[config.mk]
export PLATFORM = sky130hd
export DESIGN_NAME = irq_aggregator
export DESIGN_NICKNAME = d
export VERILOG_FILES = /design/src/rtl/irq_pkg.sv /design/src/rtl/irq_status_reg.sv /design/src/rtl/irq_rw_reg.sv /design/src/rtl/irq_combine.sv /design/src/rtl/irq_aggregator.sv
export SDC_FILE = /design/constraint.sdc
export NUM_CORES = 1
export LEC_CHECK = 0
export ABC_CLOCK_PERIOD_IN_PS = 9200
export CAP_MARGIN = 20
export CORE_MARGIN = 4
export CORE_UTILIZATION = 30
export DETAILED_ROUTE_END_ITERATION = 7
export GPL_ROUTABILITY_DRIVEN = 0
export GPL_TIMING_DRIVEN = 0
export PLACE_DENSITY = 0.57
export SLEW_MARGIN = 20
export SYNTH_ARGS = -nofsm -noshare
export SYNTH_HDL_FRONTEND = slang
export SYNTH_SLANG_ARGS = --single-unit
export TNS_END_PERCENT = 1
[constraint.sdc]
create_clock -name clk_i -period 9.2 [get_ports clk_i]
set_clock_uncertainty 0.1 [all_clocks]
set_input_delay 2.76 -clock clk_i [delete_from_list [all_inputs] [get_ports clk_i]]
set_output_delay 2.76 -clock clk_i [all_outputs]
set_load 0.05 [all_outputs]
[src/rtl/irq_pkg.sv]
package irq_pkg;
  localparam int unsigned REG_ADDR_W = 8;
  localparam logic [REG_ADDR_W-1:0] OFS_CTRL = 8'h20;
  localparam logic [REG_ADDR_W-1:0] OFS_STAT = 8'h24;
  localparam logic [REG_ADDR_W-1:0] OFS_EN   = 8'h28;
  localparam int unsigned BIT_WC_CORRUPT = 22;
  localparam int unsigned BIT_LANE_CFG   = 21;
  localparam int unsigned BIT_SPKT_FULL  = 20;
  localparam int unsigned BIT_ECC_FIXED  = 10;
  localparam int unsigned BIT_GLOBAL_EN  = 0;
endpackage

[src/rtl/irq_status_reg.sv]
module irq_status_reg #(
  parameter int unsigned W = 32,
  parameter logic [W-1:0] MASK = '1
) (
  input  logic         clk_i,
  input  logic         rst_ni,
  input  logic [W-1:0] set_i,
  input  logic [W-1:0] clr_i,
  output logic [W-1:0] stat_o
);
  for (genvar i = 0; i < W; i++) begin : g_bit
    if (MASK[i]) begin : g_impl
      logic q;
      always_ff @(posedge clk_i or negedge rst_ni)
        if (!rst_ni)       q <= 1'b0;
        else if (set_i[i]) q <= 1'b1;   // set beats clear
        else if (clr_i[i]) q <= 1'b0;
      assign stat_o[i] = q;
    end else begin : g_rsvd
      assign stat_o[i] = 1'b0;
    end
  end

  assert_set_wins_R4: assert property (@(posedge clk_i) disable iff (!rst_ni)
    1'b1 |=> ((stat_o & $past(set_i & MASK)) == $past(set_i & MASK)));
  assert_sticky_R2: assert property (@(posedge clk_i) disable iff (!rst_ni)
    1'b1 |=> (($past(stat_o) & ~$past(clr_i) & ~stat_o) == '0));
  assert_only_clear_R3: assert property (@(posedge clk_i) disable iff (!rst_ni)
    1'b1 |=> ((stat_o & ~$past(stat_o) & ~$past(set_i)) == '0));
endmodule

[src/rtl/irq_rw_reg.sv]
module irq_rw_reg #(
  parameter int unsigned W = 32,
  parameter logic [W-1:0] MASK = '1
) (
  input  logic         clk_i,
  input  logic         rst_ni,
  input  logic         we_i,
  input  logic [W-1:0] wdata_i,
  output logic [W-1:0] q_o
);
  logic [W-1:0] q;
  always_ff @(posedge clk_i or negedge rst_ni)
    if (!rst_ni)   q <= '0;
    else if (we_i) q <= wdata_i & MASK;
  assign q_o = q;

  assert_hold_R8: assert property (@(posedge clk_i) disable iff (!rst_ni)
    !we_i |=> $stable(q_o));
  assert_rsvd_R7: assert property (@(posedge clk_i) disable iff (!rst_ni)
    we_i |=> ((q_o & ~MASK) == '0));
endmodule

[src/rtl/irq_combine.sv]
module irq_combine #(
  parameter int unsigned W = 32
) (
  input  logic         clk_i,
  input  logic         rst_ni,
  input  logic [W-1:0] stat_i,
  input  logic [W-1:0] en_i,
  input  logic         gen_en_i,
  output logic         irq_o
);
  assign irq_o = gen_en_i & (|(stat_i & en_i));

  assert_gate_R6: assert property (@(posedge clk_i) disable iff (!rst_ni)
    !gen_en_i |-> !irq_o);
  assert_src_R5: assert property (@(posedge clk_i) disable iff (!rst_ni)
    irq_o |-> ((stat_i & en_i) != '0));
endmodule

[src/rtl/irq_aggregator.sv]
module irq_aggregator
  import irq_pkg::*;
#(
  parameter int unsigned W = 32,
  parameter logic [W-1:0] IMPL_MASK = 32'h007F_FFFF
) (
  input  logic                  clk_i,
  input  logic                  rst_ni,
  input  logic [W-1:0]          evt_i,
  input  logic                  wr_en_i,
  input  logic [REG_ADDR_W-1:0] addr_i,
  input  logic [W-1:0]          wdata_i,
  output logic [W-1:0]          rdata_o,
  output logic                  irq_o
);
  logic [W-1:0] stat, en, clr;
  logic [0:0]   ctrl;
  logic         we_stat, we_en, we_ctrl;

  assign we_stat = wr_en_i && (addr_i == OFS_STAT);
  assign we_en   = wr_en_i && (addr_i == OFS_EN);
  assign we_ctrl = wr_en_i && (addr_i == OFS_CTRL);
  assign clr     = we_stat ? wdata_i : '0;

  irq_status_reg #(.W(W), .MASK(IMPL_MASK)) u_stat (
    .clk_i, .rst_ni, .set_i(evt_i), .clr_i(clr), .stat_o(stat));

  irq_rw_reg #(.W(W), .MASK(IMPL_MASK)) u_en (
    .clk_i, .rst_ni, .we_i(we_en), .wdata_i(wdata_i), .q_o(en));

  irq_rw_reg #(.W(1), .MASK(1'b1)) u_ctrl (
    .clk_i, .rst_ni, .we_i(we_ctrl), .wdata_i(wdata_i[BIT_GLOBAL_EN]), .q_o(ctrl));

  irq_combine #(.W(W)) u_comb (
    .clk_i, .rst_ni, .stat_i(stat), .en_i(en), .gen_en_i(ctrl[0]), .irq_o(irq_o));

  always_comb begin
    rdata_o = '0;
    unique case (addr_i)
      OFS_CTRL: rdata_o[BIT_GLOBAL_EN] = ctrl[0];
      OFS_STAT: rdata_o = stat;
      OFS_EN:   rdata_o = en;
      default:  rdata_o = '0;
    endcase
  end

  assert_rsvd_read_R7: assert property (@(posedge clk_i) disable iff (!rst_ni)
    (rdata_o & ~IMPL_MASK) == '0);
  assert_evt_map_R9: assert property (@(posedge clk_i) disable iff (!rst_ni)
    evt_i[BIT_WC_CORRUPT] |=> stat[BIT_WC_CORRUPT]);
endmodule

==> flow_summary_export.csv, run 1 <==
group,metric,value,unit
grt,antenna_found_initial,0,
worst_hold_path,worstHoldPathType,"reg -> reg",
cells_and_area,multi_input_area,1210,um2
synth,ys_ff_latch,47,
clock_tree,cts.sinks,47,
clock_tree,cts_tree,"built",
routing,vias_per_cell,5.00,
timing,finalSetupTns,0,ns
grt,grt_usage,0.152,
critical_path,startpoint_type,"input pin",
clock_tree,cts_buffers,5,
routing,ant_nets,0,
critical_path,critical_path.slowest_cell,"clkdlybuf4s50_1",
timing,finalCritPeriodShare,0.945,
cells_and_area,final_common_cell,"clkdlybuf4s50_1",
synth,yosys_warnings,0,
die,core,8220,um2
timing,fmax,115,MHz
critical_path,cpMostUsedCell,"clkdlybuf4s50_1",
status,status,"completed",
critical_path,worstPathRequired,6.34,ns
power,power_density,113,nW/um2
place,post-place-ws,0.484,ns
grt,grt_pass1_wl,11.7,mm
timing,setup_viol,0,
die,dieArea,10000,um2
timing,max_slew_margin,0.580,
routing,avgRoutedWirePerCell,18.0,um
routing,num_vias,2091,
grt,grt_max_degree,31,
timing,period_needed,8.69,ns
die,io_pins,108,
cells_and_area,regArea,1180,um2
place,port_buffers,80,
routing,wl,7.53,mm
power,power.leakage,1.47,nW
clock_tree,ctsResizeCount,0,
die,die_y,100,um
critical_path,critPathArrivalTime,5.83,ns
cells_and_area,drive_gt1_frac,0.147,
clock_tree,cts_root_buf,"clkbuf_8",
routing,drtIter0Drc,89,
die,initial_core_util,0.309,
critical_path,crit_fanout,10,
place,dpl_cell_area,3520,um2
synth,synth_area_per_cell,11.6,um2
synth,synth_cell_types,28,
routing,route.detailed.drc,0,
cells_and_area,diodes,0,
timing,tightest_slew,0.630,ns
timing,rsz0062_at_grt,"no",
critical_path,max_stage_delay,0.81,ns
clock_tree,clockBufferDepth,2,
routing,dr.pass1.iters,4,
cells_and_area,nFillCells,791,
die,die_w,100,um
clock_tree,clk_latency,0.29,ns
synth,syn_area,2540,um2
power,max-vdd-ir-drop,0.0000562,V
critical_path,critPathCaptureType,"output pin",
grt,grt-ovfl-total,0,
grt,grt_pass1_vias,2221,
timing,fin_ws,0.509,ns
cells_and_area,final_nets,389,
timing,hold_violations,0,
flow_run,maxCapViolations,0,
place,dp_hpwl,5.58,mm
critical_path,critPathTopFamily,"buffers and inverters",
critical_path,path_buf_inv,4,
timing,drv_slew,0,
cells_and_area,final_area,3590,um2
cells_and_area,area_growth,41.4,%
synth,synth_cells,218,
critical_path,worst-setup-path-type,"in -> out",
clock_tree,clk_transition_reported_paths,0.08,ns
clock_tree,cts_setup_buffers,0,
cells_and_area,layout_common_cells,"clkdlybuf4s50_1, dfrtp_1, nand2b_1",
synth,ys_seq_area_frac,0.463,
clock_tree,cts_max_level,2,
critical_path,crit_chain,"clkdlybuf4s50_1 -> or4b_4 -> buf_6 -> nor3b_1 -> clkbuf_1 -> a22o_1 -> clkdlybuf4s50_1",
die,row_count,33,
clock_tree,hold_buffers,0,
==> layout make-up <==
| class | instances | share of cell area |
|---|---|---|
| plain buffers | 27 | 0.0509 |
| flip-flops and latches | 47 | 0.328 |
| inverters | 1 | 0.00105 |
| repair buffers | 81 | 0.227 |
| clock buffers | 6 | 0.0202 |
| well taps | 105 | 0.0366 |
| multi-input cells | 151 | 0.336 |
==> flip-flops by register name, indices dropped and copies added, names as in the netlist <==
| name | flops |
|---|---|
| u_en.q_o | 23 |
| u_stat.g_bit.g_impl.q | 23 |
| u_ctrl.q_o | 1 |
==> final timing paths <==
path	start	end	slack, ns	depth (start not counted)
worst max-delay path	addr_i[7]	rdata_o[5]	0.51	7
worst min-delay path	u_en.q_o[10]$_DFFE_PN0P_	u_en.q_o[10]$_DFFE_PN0P_	0.44	1
worst max register to register	u_en.q_o[6]$_DFFE_PN0P_	u_en.q_o[6]$_DFFE_PN0P_	8.29	1
worst min register to register	u_en.q_o[10]$_DFFE_PN0P_	u_en.q_o[10]$_DFFE_PN0P_	0.44	1
max in group asynchronous	rst_ni	u_stat.g_bit[14].g_impl.q$_DFFE_PN0P_	6.20	2
min in group asynchronous	rst_ni	u_stat.g_bit[8].g_impl.q$_DFFE_PN0P_	2.29	1
==> synth_stat cells (all sizes together) <==
cell / count / area [um2]
nor3b: 1 / 7.51
or4b: 2 / 23.8
nor3: 2 / 10.0
nor2: 1 / 3.75
a2bb2oi: 1 / 8.76
clkbuf: 14 / 52.6
o31a: 1 / 8.76
nand3: 1 / 5.00
a22oi: 10 / 75.1
a222oi: 1 / 10.0
nor2b: 1 / 6.26
a22o: 22 / 193
mux2i: 1 / 10.0
nand4: 2 / 12.5
nor4b: 1 / 8.76
nand2b: 24 / 150
nand2: 23 / 86.3
buf: 13 / 130
conb: 1 / 3.75
dfrtp: 47 / 1180
inv: 1 / 3.75
mux2: 24 / 345
o41ai: 23 / 201
or2: 1 / 6.26
==> metal layers <==
layer  part of all wire  up-vias  GRT usage
li1                   -      998          -
met1               0.43     1020      0.205
met2               0.50       68      0.257
met3              0.062        5     0.0299
met4             0.0046        0     0.0290
met5                  0        -          0
==> metrics by stage <==
step	hold WS (ns)	utilization	instances	power, W
after floorplan	0.387	-	226	0.000255
after global placement	0.413	0.426	411	0.000294
after detailed placement	0.422	0.428	412	0.000295
after CTS	0.444	0.437	418	0.000411
after global routing	0.450	0.437	418	0.000426
final	0.442	0.437	418	0.000407
==> kinds of logic after synthesis <==
| family | after synthesis | share of synthesized area |
|---|---|---|
| AO/OA/AOI/OAI | 58 | 0.196 |
| buffers and inverters | 28 | 0.0734 |
| flip-flops | 47 | 0.463 |
| multiplexers | 25 | 0.140 |
| other | 1 | 0.00148 |
| AND/OR/NAND/NOR | 59 | 0.126 |
==> power by group <==
group          total [W]  switching, W  internal, W
registers       0.000216    0.00000432     0.000212
logic          0.0000748     0.0000354    0.0000394
clock network   0.000116     0.0000651    0.0000509
total           0.000407      0.000105     0.000302
No activity file was read; power rests on OpenSTA's default activity.
==> inputs of run 2 (changes only) <==
--- a/config.mk
+++ b/config.mk
@@ -12,7 +12,7 @@
 export DETAILED_ROUTE_END_ITERATION = 7
 export GPL_ROUTABILITY_DRIVEN = 0
 export GPL_TIMING_DRIVEN = 0
-export PLACE_DENSITY = 0.57
+export PLACE_DENSITY = 0.59
 export SLEW_MARGIN = 20
 export SYNTH_ARGS = -nofsm -noshare
 export SYNTH_HDL_FRONTEND = slang
==> flow_summary_export.csv, run 2 (synthesized netlist as in run 1, its figures left out) <==
group,metric,value,unit
timing,rsz0062_at_grt,"no",
timing,fmax,115,MHz
routing,num_vias,2110,
routing,ant_nets,0,
critical_path,critical_path.slowest_cell,"clkdlybuf4s50_1",
power,p_comb_frac,0.165,
critical_path,crit_fanout,10,
power,power_density,124,nW/um2
power,p_int,0.000339,W
cells_and_area,area_growth,43.1,%
clock_tree,cts_max_level,2,
routing,drt-met1-wl,3.43,mm
routing,vias_per_cell,5.02,
clock_tree,clockBufferDepth,2,
clock_tree,clk_latency,0.29,ns
die,die_w,100,um
critical_path,worst-setup-path-type,"in -> out",
power,p_seq_frac,0.478,
status,status,"completed",
die,core,8220,um2
timing,fin_ws,0.519,ns
cells_and_area,drive_gt1_frac,0.156,
grt,grt_usage,0.153,
timing,finalCritPeriodShare,0.944,
critical_path,critPathCaptureType,"output pin",
grt,grt_pass1_wl,11.8,mm
die,row_count,33,
clock_tree,cts_buffers,5,
clock_tree,clk_transition_reported_paths,0.08,ns
grt,grt-ovfl-total,0,
cells_and_area,final_nets,389,
grt,antenna_found_initial,0,
timing,period_needed,8.68,ns
routing,route.detailed.drc,0,
clock_tree,cts_tree,"built",
die,dieArea,10000,um2
flow_run,maxCapViolations,0,
routing,wl,7.62,mm
power,power.leakage,1.50,nW
critical_path,critPathArrivalTime,5.82,ns
power,max-vdd-ir-drop,0.0000693,V
die,initial_core_util,0.309,
cells_and_area,layout_common_cells,"clkdlybuf4s50_1, dfrtp_1, nand2b_1",
timing,max_slew_margin,0.590,
cells_and_area,nFillCells,777,
clock_tree,cts_root_buf,"clkbuf_8",
power,pwr-share-clk,0.357,
routing,drtIter0Drc,69,
timing,drv_slew,0,
routing,avgRoutedWirePerCell,18.1,um
grt,grt_pass1_vias,2169,
routing,dr_wl_met2,3.69,mm
routing,routed.top_layer,"met4",
routing,routed-wl-met3,440,um
routing,dr.pass1.iters,4,
power,p_switching,0.000113,W
power,switching_share,0.249,
timing,whs,0.438,ns
critical_path,max_stage_delay,0.80,ns
die,die_y,100,um
die,io_pins,108,
critical_path,cpMostUsedCell,"clkdlybuf4s50_1",
timing,setup_viol,0,
timing,tightest_slew,0.615,ns
timing,finalSetupTns,0,ns
clock_tree,hold_buffers,0,
critical_path,startpoint_type,"input pin",
clock_tree,ctsResizeCount,0,
place,port_buffers,80,
cells_and_area,final_common_cell,"clkdlybuf4s50_1",
worst_hold_path,worstHoldPathType,"reg -> reg",
cells_and_area,diodes,0,
place,dp_hpwl,5.58,mm
timing,hold_violations,0,
clock_tree,cts_setup_buffers,0,
grt,grt_max_degree,31,
critical_path,crit_chain,"clkdlybuf4s50_1 -> or4b_4 -> buf_6 -> nor3b_1 -> clkbuf_1 -> a22o_1 -> clkdlybuf4s50_1",
critical_path,worstPathRequired,6.34,ns
place,post-place-ws,0.495,ns
clock_tree,cts.sinks,47,
## run 2: worst max-delay path, delay by kind of cell
kind                   cells  cell delay [ns]
AOI/OAI and AO/OA          1             0.24
buffers and inverters      4             1.89
and+or+nand+nor            2             0.93
## run 2: final cells by class
| type | count | area (um2) | share of cell area |
|---|---|---|---|
| Buffer | 27 | 183 | 0.0503 |
| Clock buffer | 6 | 82.6 | 0.0227 |
| Clock inverter | 2 | 35.0 | 0.00964 |
| Inverter | 1 | 3.75 | 0.00103 |
| Multi-Input combinational cell | 151 | 1210 | 0.332 |
| Sequential cell | 47 | 1180 | 0.324 |
| Tap cell | 105 | 131 | 0.0362 |
| Timing Repair Buffer | 81 | 816 | 0.225 |
## run 2: layer usage
metal  vias to the layer above  global-route usage
li1                       1000                   -
met1                      1035               0.206
met2                        68               0.254
met3                         7              0.0368
met4                         0              0.0280
met5                         -                   0
## run 2: worst paths after layout
check / startpoint / endpoint / slack (ns) / depth (start not counted)
setup / recovery: addr_i[7] / rdata_o[4] / 0.52 / 7
hold / removal: u_en.q_o[12]$_DFFE_PN0P_ / u_en.q_o[12]$_DFFE_PN0P_ / 0.44 / 1
setup reg to reg: u_en.q_o[6]$_DFFE_PN0P_ / u_en.q_o[6]$_DFFE_PN0P_ / 8.30 / 1
hold reg to reg: u_en.q_o[12]$_DFFE_PN0P_ / u_en.q_o[12]$_DFFE_PN0P_ / 0.44 / 1
max in group asynchronous: rst_ni / u_stat.g_bit[17].g_impl.q$_DFFE_PN0P_ / 6.19 / 2
min in group asynchronous: rst_ni / u_en.q_o[7]$_DFFE_PN0P_ / 2.29 / 1
## run 2: power by group through the flow
| stage | clock network (W) | logic (W) | registers, W |
|---|---|---|---|
| after floorplan | 0 | 0.0000360 | 0.000219 |
| after global placement | 0 | 0.0000740 | 0.000220 |
| after detailed placement | 0 | 0.0000750 | 0.000220 |
| after CTS | 0.000164 | 0.0000753 | 0.000216 |
| after global routing | 0.000175 | 0.0000797 | 0.000217 |
| final | 0.000161 | 0.0000745 | 0.000216 |
## run 2: stage by stage
step           area (um2)   util  total power, W  std cells
2_1_floorplan        2570      -        0.000255        226
3_3_place_gp         3500  0.426        0.000294        411
3_5_place_dp         3520  0.428        0.000295        412
4_1_cts              3630  0.442        0.000455        420
5_1_grt              3630  0.442        0.000471        420
6_report             3630  0.442        0.000452        420
==> inputs of run 3 (changes only) <==
--- a/config.mk
+++ b/config.mk
@@ -7,12 +7,14 @@
 export LEC_CHECK = 0
 export ABC_CLOCK_PERIOD_IN_PS = 9200
 export CAP_MARGIN = 20
+export CELL_PAD_IN_SITES_DETAIL_PLACEMENT = 1
+export CELL_PAD_IN_SITES_GLOBAL_PLACEMENT = 2
 export CORE_MARGIN = 4
-export CORE_UTILIZATION = 30
+export CORE_UTILIZATION = 28
 export DETAILED_ROUTE_END_ITERATION = 7
 export GPL_ROUTABILITY_DRIVEN = 0
 export GPL_TIMING_DRIVEN = 0
-export PLACE_DENSITY = 0.59
+export PLACE_DENSITY = 0.85
 export SLEW_MARGIN = 20
 export SYNTH_ARGS = -nofsm -noshare
 export SYNTH_HDL_FRONTEND = slang
==> flow_summary_export.csv, run 3 (synthesized netlist as in run 1, its figures left out) <==
group,metric,value,unit
clock_tree,cts_root_buf,"clkbuf_8",
clock_tree,clk_transition_reported_paths,0.09,ns
die,dieArea,10700,um2
routing,route.detailed.drc,0,
grt,grt-busiest-layer,"met2",
place,dpl_cell_area,3520,um2
critical_path,critPathCaptureType,"output pin",
die,die_w,103,um
grt,antenna_found_initial,0,
critical_path,max_stage_delay,0.81,ns
clock_tree,clk_latency,0.31,ns
clock_tree,cts_buffers,5,
die,io_pins,108,
critical_path,rr_startpoint,"u_en.q_o[6]$_DFFE_PN0P_",
routing,ant_nets,0,
timing,setup_viol,0,
cells_and_area,area_growth,42.1,%
clock_tree,cts_setup_buffers,0,
routing,wl,8.14,mm
critical_path,ff2ff_path_depth,1,
clock_tree,ctsResizeCount,0,
clock_tree,hold_buffers,0,
routing,num_vias,2141,
cells_and_area,final_area,3610,um2
timing,drv_slew,0,
worst_hold_path,hold_path_depth,1,
clock_tree,cts.sinks,47,
grt,grtUsageMet3,0.0315,
critical_path,startpoint_type,"input pin",
cells_and_area,nFillCells,989,
cells_and_area,final_nets,389,
grt,grt_pass1_wl,12.5,mm
critical_path,path_depth,7,
flow_run,maxCapViolations,0,
status,status,"completed",
clock_tree,clockBufferDepth,2,
grt,grt_use_met1,0.204,
routing,vias_per_cell,5.06,
place,post-place-ws,0.523,ns
cells_and_area,diodes,0,
cells_and_area,utilization,0.412,
clock_tree,cts_tree,"built",
timing,finalSetupTns,0,ns
power,power.leakage,1.48,nW
cells_and_area,final_common_cell,"clkdlybuf4s50_1",
grt,grt_usage,0.156,
routing,drtIter0Drc,55,
timing,rsz0062_at_grt,"no",
power,max-vdd-ir-drop,0.0000611,V
power,power_density,117,nW/um2
cells_and_area,layout_common_cells,"clkdlybuf4s50_1, dfrtp_1, nand2b_1",
routing,dr.pass1.iters,4,
timing,finalCritPeriodShare,0.943,
timing,fmax,115,MHz
die,initial_core_util,0.290,
place,port_buffers,80,
cells_and_area,drive_gt1_frac,0.156,
clock_tree,cts_max_level,2,
die,die_y,103,um
power,power,0.000421,W
die,core,8760,um2
place,dp_hpwl,6.15,mm
critical_path,worst-setup-path-type,"in -> out",
critical_path,startpoint,"addr_i[7]",
grt,grt_pass1_vias,2341,
critical_path,worstPathRequired,6.34,ns
grt,grt-ovfl-total,0,
timing,period_needed,8.68,ns
timing,max_slew_margin,0.605,
critical_path,crit_fanout,10,
critical_path,path_buf_inv,4,
grt,grt_max_degree,31,
worst_hold_path,worstHoldStart,"u_en.q_o[12]$_DFFE_PN0P_",
critical_path,cpMostUsedCell,"clkdlybuf4s50_1",
timing,fin_ws,0.524,ns
critical_path,critical_path.slowest_cell,"clkdlybuf4s50_1",
worst_hold_path,worstHoldPathType,"reg -> reg",
critical_path,critPathArrivalTime,5.82,ns
routing,avgRoutedWirePerCell,19.3,um
critical_path,critPathTopFamily,"buffers and inverters",
grt,grt.met2_usage,0.267,
timing,tightest_slew,0.593,ns
die,row_count,34,
critical_path,crit_chain,"clkdlybuf4s50_1 -> or4b_4 -> buf_6 -> nor3b_1 -> clkbuf_1 -> a22o_1 -> clkdlybuf4s50_1",
timing,hold_violations,0,
## run 3: cell count changes in the layout (fill, tap and decap cells not counted)
cell        change
bufinv_16       -1
clkbuf_8        -1
clkinvlp_4      +2
## run 3: layout make-up
| cell class | count | area (um2) | share of cell area |
|---|---|---|---|
| clock buffers | 5 | 68.8 | 0.0191 |
| flip-flops and latches | 47 | 1180 | 0.326 |
| repair buffers | 81 | 816 | 0.226 |
| multi-input cells | 151 | 1210 | 0.334 |
| inverters | 1 | 3.75 | 0.00104 |
| plain buffers | 27 | 183 | 0.0506 |
| well taps | 108 | 135 | 0.0374 |
| clock inverters | 3 | 20.0 | 0.00555 |
## run 3: metrics by stage
stage               std cells  hold WS (ns)
CTS                       423         0.451
global placement          414         0.411
global route              423         0.473
finish                    423         0.450
detailed placement        415         0.427
floorplan                 226         0.387
## run 3: final timing paths
path | endpoint | slack [ns]
max | rdata_o[10] | 0.52
min | u_en.q_o[12]$_DFFE_PN0P_ | 0.45
max reg2reg | u_en.q_o[6]$_DFFE_PN0P_ | 8.30
min reg2reg | u_en.q_o[12]$_DFFE_PN0P_ | 0.45
max in group asynchronous | u_en.q_o[6]$_DFFE_PN0P_ | 6.17
min in group asynchronous | u_stat.g_bit[0].g_impl.q$_DFFE_PN0P_ | 2.29
## run 3: report_power, final
group | internal [W] | switching [W] | total (W)
sequential | 0.000212 | 0.00000455 | 0.000216
clock | 0.0000531 | 0.0000764 | 0.000129
combinational | 0.0000395 | 0.0000359 | 0.0000753
total | 0.000304 | 0.000117 | 0.000421
## run 3: routing by layer
layer | part of all wire | vias up
li1 | - | 996
met1 | 0.43 | 1071
met2 | 0.49 | 70
met3 | 0.063 | 4
met4 | 0.0085 | 0
met5 | 0 | -
